$ cat config.mk
export PLATFORM = sky130hd
export DESIGN_NAME = dual_xlat_buf
export DESIGN_NICKNAME = d
export VERILOG_FILES = /design/src/rtl/xlat_pkg.sv /design/src/rtl/xlat_csr_front.sv /design/src/rtl/xlat_buf.sv /design/src/rtl/dual_xlat_buf.sv
export SDC_FILE = /design/constraint.sdc
export NUM_CORES = 2
export LEC_CHECK = 0
export ABC_CLOCK_PERIOD_IN_PS = 5300
export BUFFER_PORTS_ARGS = -buffer_cell sky130_fd_sc_hd__buf_2
export CAP_MARGIN = 20
export CORE_ASPECT_RATIO = 0.75
export CORE_MARGIN = 5
export CORE_UTILIZATION = 57
export DETAILED_ROUTE_END_ITERATION = 8
export PLACE_DENSITY_LB_ADDON = 0.08
export SLEW_MARGIN = 20
export SYNTH_ARGS = -nofsm -noshare
export SYNTH_HDL_FRONTEND = slang
export SYNTH_HIERARCHICAL = 1
export SYNTH_MEMORY_MAX_BITS = 65536
export SYNTH_SLANG_ARGS = --single-unit
$ cat constraint.sdc
create_clock -name clk -period 5.3 [get_ports clk]
set_input_delay 0.265 -clock clk [delete_from_list [all_inputs] [get_ports clk]]
set_output_delay 0.265 -clock clk [all_outputs]
set_load 0.03 [all_outputs]
$ cat src/rtl/xlat_pkg.sv
package xlat_pkg;

  localparam int unsigned AW        = 32;
  localparam int unsigned PAGE_BITS = 12;
  localparam int unsigned VPN_W     = AW - PAGE_BITS;
  localparam int unsigned SEL_W     = 5;

  localparam logic [SEL_W-1:0] SEL_CMD    = 5'h1c;
  localparam logic [SEL_W-1:0] SEL_VSTAGE = 5'h1d;
  localparam logic [SEL_W-1:0] SEL_PSTAGE = 5'h1e;
  localparam logic [SEL_W-1:0] SEL_DBG    = 5'h1f;

  typedef enum logic [2:0] {
    OP_NONE,
    OP_FLUSH,
    OP_WRITE,
    OP_DISABLE,
    OP_ENABLE,
    OP_INVAL
  } xlat_op_e;

  // page number of an address
  function automatic logic [VPN_W-1:0] page_num(input logic [AW-1:0] a);
    return a[AW-1:PAGE_BITS];
  endfunction

  // frame joined with the in-page offset of an address
  function automatic logic [AW-1:0] join_addr(input logic [VPN_W-1:0] frame,
                                              input logic [AW-1:0] a);
    return {frame, a[PAGE_BITS-1:0]};
  endfunction

  // command word to operation; bit 0 is the side selector, not part of the code
  function automatic xlat_op_e decode_op(input logic [AW-1:0] d);
    case (d[AW-1:1])
      31'h01:  return OP_FLUSH;
      31'h02:  return OP_WRITE;
      31'h04:  return OP_DISABLE;
      31'h08:  return OP_ENABLE;
      31'h10:  return OP_INVAL;
      default: return OP_NONE;
    endcase
  endfunction

endpackage

$ cat src/rtl/xlat_csr_front.sv
module xlat_csr_front
  import xlat_pkg::*;
(
  input  logic             clk,
  input  logic             rst_n,
  input  logic             we,
  input  logic [SEL_W-1:0] sel,
  input  logic [AW-1:0]    wdata,
  output logic [AW-1:0]    stage_v,
  output logic [AW-1:0]    stage_p,
  output xlat_op_e         op_ifetch,
  output xlat_op_e         op_dacc
);

  logic     cmd_wr;
  xlat_op_e cmd_op;

  assign cmd_wr = we && (sel == SEL_CMD);
  assign cmd_op = cmd_wr ? decode_op(wdata) : OP_NONE;

  // bit 0 routes the command to one side only
  assign op_ifetch = wdata[0] ? OP_NONE : cmd_op;
  assign op_dacc   = wdata[0] ? cmd_op  : OP_NONE;

  always_ff @(posedge clk) begin
    if (!rst_n) begin
      stage_v <= '0;
      stage_p <= '0;
    end else if (we) begin
      if (sel == SEL_VSTAGE) stage_v <= wdata;
      if (sel == SEL_PSTAGE) stage_p <= wdata;
    end
  end

endmodule

$ cat src/rtl/xlat_buf.sv
module xlat_buf
  import xlat_pkg::*;
#(
  parameter int unsigned ENTRIES = 64
) (
  input  logic          clk,
  input  logic          rst_n,
  input  xlat_op_e      op,
  input  logic [AW-1:0] stage_v,
  input  logic [AW-1:0] stage_p,
  input  logic          user_mode,
  input  logic          req,
  input  logic [AW-1:0] vaddr,
  output logic [AW-1:0] paddr,
  output logic          miss,
  output logic          enabled,
  output logic [AW-1:0] fault_addr,
  output logic          any_valid
);

  localparam int unsigned IDX_W = $clog2(ENTRIES);
  localparam int unsigned TAG_W = VPN_W - IDX_W;

  function automatic logic [IDX_W-1:0] slot_of(input logic [VPN_W-1:0] vpn);
    return vpn[IDX_W-1:0];
  endfunction

  function automatic logic [TAG_W-1:0] tag_of(input logic [VPN_W-1:0] vpn);
    return vpn[VPN_W-1:IDX_W];
  endfunction

  logic [ENTRIES-1:0] valid_q;
  logic [TAG_W-1:0]   tag_q   [ENTRIES];
  logic [VPN_W-1:0]   frame_q [ENTRIES];
  logic               en_q;
  logic [AW-1:0]      fault_q;

  // lookup path
  logic [VPN_W-1:0] l_vpn;
  logic [IDX_W-1:0] l_idx;
  logic             l_hit;
  logic             xlat_on;

  assign l_vpn   = page_num(vaddr);
  assign l_idx   = slot_of(l_vpn);
  assign l_hit   = valid_q[l_idx] && (tag_q[l_idx] == tag_of(l_vpn));
  assign xlat_on = en_q && user_mode;
  assign miss    = req && xlat_on && !l_hit;
  assign paddr   = (xlat_on && l_hit) ? join_addr(frame_q[l_idx], vaddr) : vaddr;

  // staged page for commands
  logic [VPN_W-1:0] s_vpn;
  logic [IDX_W-1:0] s_idx;
  logic             s_match;

  assign s_vpn   = page_num(stage_v);
  assign s_idx   = slot_of(s_vpn);
  assign s_match = valid_q[s_idx] && (tag_q[s_idx] == tag_of(s_vpn));

  always_ff @(posedge clk) begin
    if (!rst_n) begin
      valid_q <= '0;
      en_q    <= 1'b0;
      fault_q <= '0;
    end else begin
      case (op)
        OP_FLUSH:   valid_q <= '0;
        OP_WRITE:   valid_q[s_idx] <= 1'b1;
        OP_INVAL:   if (s_match) valid_q[s_idx] <= 1'b0;
        OP_ENABLE:  en_q <= 1'b1;
        OP_DISABLE: en_q <= 1'b0;
        default:    ;
      endcase
      if (miss) fault_q <= vaddr;
    end
  end

  always_ff @(posedge clk) begin
    if (op == OP_WRITE) begin
      tag_q[s_idx]   <= tag_of(s_vpn);
      frame_q[s_idx] <= page_num(stage_p);
    end
  end

  assign enabled    = en_q;
  assign fault_addr = fault_q;
  assign any_valid  = |valid_q;

endmodule

$ cat src/rtl/dual_xlat_buf.sv
module dual_xlat_buf
  import xlat_pkg::*;
#(
  parameter int unsigned ENTRIES = 64
) (
  input  logic             clk,
  input  logic             rst_n,
  input  logic             user_mode,
  input  logic             csr_we,
  input  logic [SEL_W-1:0] csr_wr_sel,
  input  logic [AW-1:0]    csr_wr_val,
  input  logic [SEL_W-1:0] csr_rd_sel,
  output logic [AW-1:0]    csr_rd_val,
  input  logic             ifetch_req,
  input  logic [AW-1:0]    ifetch_vaddr,
  output logic [AW-1:0]    ifetch_paddr,
  output logic             ifetch_miss,
  input  logic             dacc_req,
  input  logic [AW-1:0]    dacc_vaddr,
  output logic [AW-1:0]    dacc_paddr,
  output logic             dacc_miss
);

  localparam int unsigned SIDES = 2;

  logic [AW-1:0]   stage_v, stage_p;
  xlat_op_e        side_op [SIDES];

  logic [SIDES-1:0]         side_req, side_miss, side_en, side_any;
  logic [SIDES-1:0][AW-1:0] side_va, side_pa, side_fault;

  // named events for the checker
  logic [SIDES-1:0] flush_ev, enable_ev, disable_ev, cmd_hit;

  xlat_csr_front u_front (
    .clk       (clk),
    .rst_n     (rst_n),
    .we        (csr_we),
    .sel       (csr_wr_sel),
    .wdata     (csr_wr_val),
    .stage_v   (stage_v),
    .stage_p   (stage_p),
    .op_ifetch (side_op[0]),
    .op_dacc   (side_op[1])
  );

  assign side_req = {dacc_req, ifetch_req};
  assign side_va  = {dacc_vaddr, ifetch_vaddr};

  for (genvar s = 0; s < SIDES; s++) begin : g_side
    xlat_buf #(.ENTRIES(ENTRIES)) u_buf (
      .clk        (clk),
      .rst_n      (rst_n),
      .op         (side_op[s]),
      .stage_v    (stage_v),
      .stage_p    (stage_p),
      .user_mode  (user_mode),
      .req        (side_req[s]),
      .vaddr      (side_va[s]),
      .paddr      (side_pa[s]),
      .miss       (side_miss[s]),
      .enabled    (side_en[s]),
      .fault_addr (side_fault[s]),
      .any_valid  (side_any[s])
    );
    assign flush_ev[s]   = (side_op[s] == OP_FLUSH);
    assign enable_ev[s]  = (side_op[s] == OP_ENABLE);
    assign disable_ev[s] = (side_op[s] == OP_DISABLE);
    assign cmd_hit[s]    = (side_op[s] != OP_NONE);
  end

  assign ifetch_paddr = side_pa[0];
  assign ifetch_miss  = side_miss[0];
  assign dacc_paddr   = side_pa[1];
  assign dacc_miss    = side_miss[1];

  always_comb begin
    case (csr_rd_sel)
      SEL_CMD:    csr_rd_val = {{(AW-2){1'b0}}, side_en[1], side_en[0]};
      SEL_VSTAGE: csr_rd_val = side_fault[1];
      SEL_PSTAGE: csr_rd_val = side_fault[0];
      default:    csr_rd_val = '0;
    endcase
  end

endmodule

==> results.yml <==
outcome:
  status: "finished, violations left"
  failed_checks: "setup timing"
routing:
  wire_per_inst_microns: 42.8
  wl_mm: 701
  first_pass_iters: 6
  vias: 122000
  drc: 0
  route.antenna.remaining_nets: 0
  via_per_inst: 7.43
  drt_iter0_drc: 21500
timing:
  post-route-min-period_ns: 5.34
  slew_headroom_pct: 15.9
  rsz0062_at_grt: "true"
  slew_violations: 0
  setup_tns_ns: -0.529
  hold_viol: 0
  fin_ws_ns: -0.0419
  setup_viol: 27
  worst_clock_skew_ns: 0.0544
  fin_crit_sh_pct: 101
  tightest_slew_ns: 1.26
  max_freq_mhz: 187
global_routing:
  grt-ovfl-total: 0
  grt_pass1_wl_mm: 958
  grt_pass1_vias: 116000
  antenna_found_initial: 43
  grt_max_degree: 159
  grt.total_usage_pct: 38.9
cts:
  cts_root_buf: "clkbuf_16"
  numCtsBuffers: 435
  h-tree-depth: 5
  clk_pin_slew_worst_paths_ns: 0.06
  cts_max_path_buffers: 4
  cts_tree: "built"
  cts_sinks: 4586
  clkLatencyLatePin_ns: 0.96
synth:
  synth_warnings: 6
  syn_nets: 10600
  avgSynthCellArea_sq_um: 18.8
  synth_cells: 10500
  syn_area_sq_um: 196000
place:
  dp_hpwl_mm: 451
  place_inst: 15500
  routabilityCongestion: 1.02
  portBuffers: 209
  placed_cell_area_sq_um: 211000
final_layout:
  n_fill_cell: 22800
  final_util_pct: 66.1
  finalNetCount: 11500
  final_cells: 16400
  area_growth_pct: 15.3
  seq_area_sq_um: 136000
  drive_above_1_share_pct: 31.9
  multi_input_area_sq_um: 58100
  stdcell_area_sq_um: 226000
job:
  maxCapViolCount: 0
min_path:
  holdCritPathClass: "input pin to register"
die:
  rows: 186
  dieArea_sq_um: 357000
  die_x_microns: 688
  die_h_microns: 518
  start_util_pct: 57.3
  core_sq_um: 343000
  num_io_pins: 210
critical_path:
  crit_buf_inv: 4
  crit_slowest_cell: "mux4_2"
  end_kind: "primary output"
  cp.arrival_ns: 5.08
  startpoint_type: "register"
  cp_max_fo: 5
  worst_ep_required_time_ns: 5.04
  crit_type: "register to primary output"
  critical_path.cell_chain: "mux4_2 -> mux2_2 -> and3_1 -> nor4bb_4 -> xnor2_2 -> o31a_1 -> nor4_4 -> buf_4 -> and4_4 -> buf_8 -> nand2_8 -> clkbuf_16 -> mux2_4 -> buf_6"
  cp_slowest_stage_delay_ns: 0.49
  cpLargestDelayFamily: "simple AND/OR/NAND/NOR gates"
power:
  leakage_nw: 81.9
  combPwrFrac_pct: 3.5
  p_sw_mw: 15.2
  vdd_drop_max_uv: 321
  p_int_mw: 57.4
  p_seq_share_pct: 53.9
  netSwitchingFraction_pct: 21.0
  pwr-share-clk_pct: 42.6
  pwr_density_cell_nw_per_um2: 321
flip-flops by register name (all words and copies together), names as in the netlist:
register,flops
g_side.u_buf/fault_addr,64
u_front/stage_p,20
u_front/stage_v,20
g_side.u_buf/tag_q,1792
g_side.u_buf/enabled,2
g_side.u_buf/frame_q,2560
g_side.u_buf/valid_q,128
repair_timing:
item                                    4_1_cts  5_1_grt
endpoints found under the setup margin       41       52
hold endpoints to repair                    168        0
gates cloned                                  0        3
pin swaps                                     2        2
gates resized for setup                      11       62
setup buffers                                 0        4
hold buffers                                110        0
through the flow:
step           power (mW)  hold slack, ns  setup slack (ns)
2_1_floorplan        41.4           0.400             0.401
3_3_place_gp         42.3           0.453            0.0256
3_5_place_dp         42.3           0.457            0.0254
4_1_cts              72.8          0.0431           0.00563
5_1_grt              74.5          0.0941           -0.0811
6_report             72.6          0.0956           -0.0419
power by group through the flow:
stage / combinational (mW) / clock (mW) / sequential [mW]
5_1_grt: 2.60 / 32.8 / 39.1
3_3_place_gp: 2.41 / 0 / 39.9
3_5_place_dp: 2.42 / 0 / 39.9
4_1_cts: 2.48 / 31.2 / 39.1
2_1_floorplan: 1.47 / 0 / 39.9
6_report: 2.55 / 30.9 / 39.1
cell type report:
type                            count  share of cell area [%]
Sequential cell                  4586                    59.8
Multi-Input combinational cell   5016                    25.6
Timing Repair Buffer             1312                    5.73
Clock buffer                      554                    5.14
Tap cell                         4606                    2.54
Clock inverter                    238                   0.956
Inverter                           61                   0.104
Antenna cell                       25                  0.0276
cell usage in the layout (no fill, tap or decap), types with 110 or more instances in the layout:
master and instances:
a21oi_1 135, a221oi_1 145, a22oi_1 203, buf_12 252, buf_2 183, buf_4 738, clkbuf_16 446, dfxtp_1 195
dlygate4sd3_1 110, edfxtp_1 4352, mux2_2 213, mux2i_1 551, mux4_2 1369, nand2_1 417, nand3_1 132, nor2_1 168
nor2_4 128, o21ai_0 279, o22ai_1 175
tightest hold or removal path: stages:
cell      delay (ns)
buf_2           0.10
nor2b_1         0.05
and2_1          0.38
nand2_1         0.15
a21boi_0        0.06
routing by layer:
metal	track usage, %	share of wire [%]
met1	56.4	37
met4	17.9	5.9
met5	0	0.016
met3	12.8	15
met2	53.9	42
worst paths after layout:
check / startpoint / slack [ns] / end / cells past startpoint
hold / removal: csr_wr_sel[1] / 0.1 / u_front/stage_v[26] / 5
setup / recovery: g_side[0].u_buf/tag_q[7][5] / -0.04 / ifetch_paddr[29] / 14
hold reg to reg: g_side[0].u_buf/fault_addr[15] / 0.49 / g_side[0].u_buf/fault_addr[15] / 2
setup reg to reg: u_front/stage_v[13] / 0.05 / g_side[1].u_buf/valid_q[21] / 14
Power figures use the tool's default switching activity.
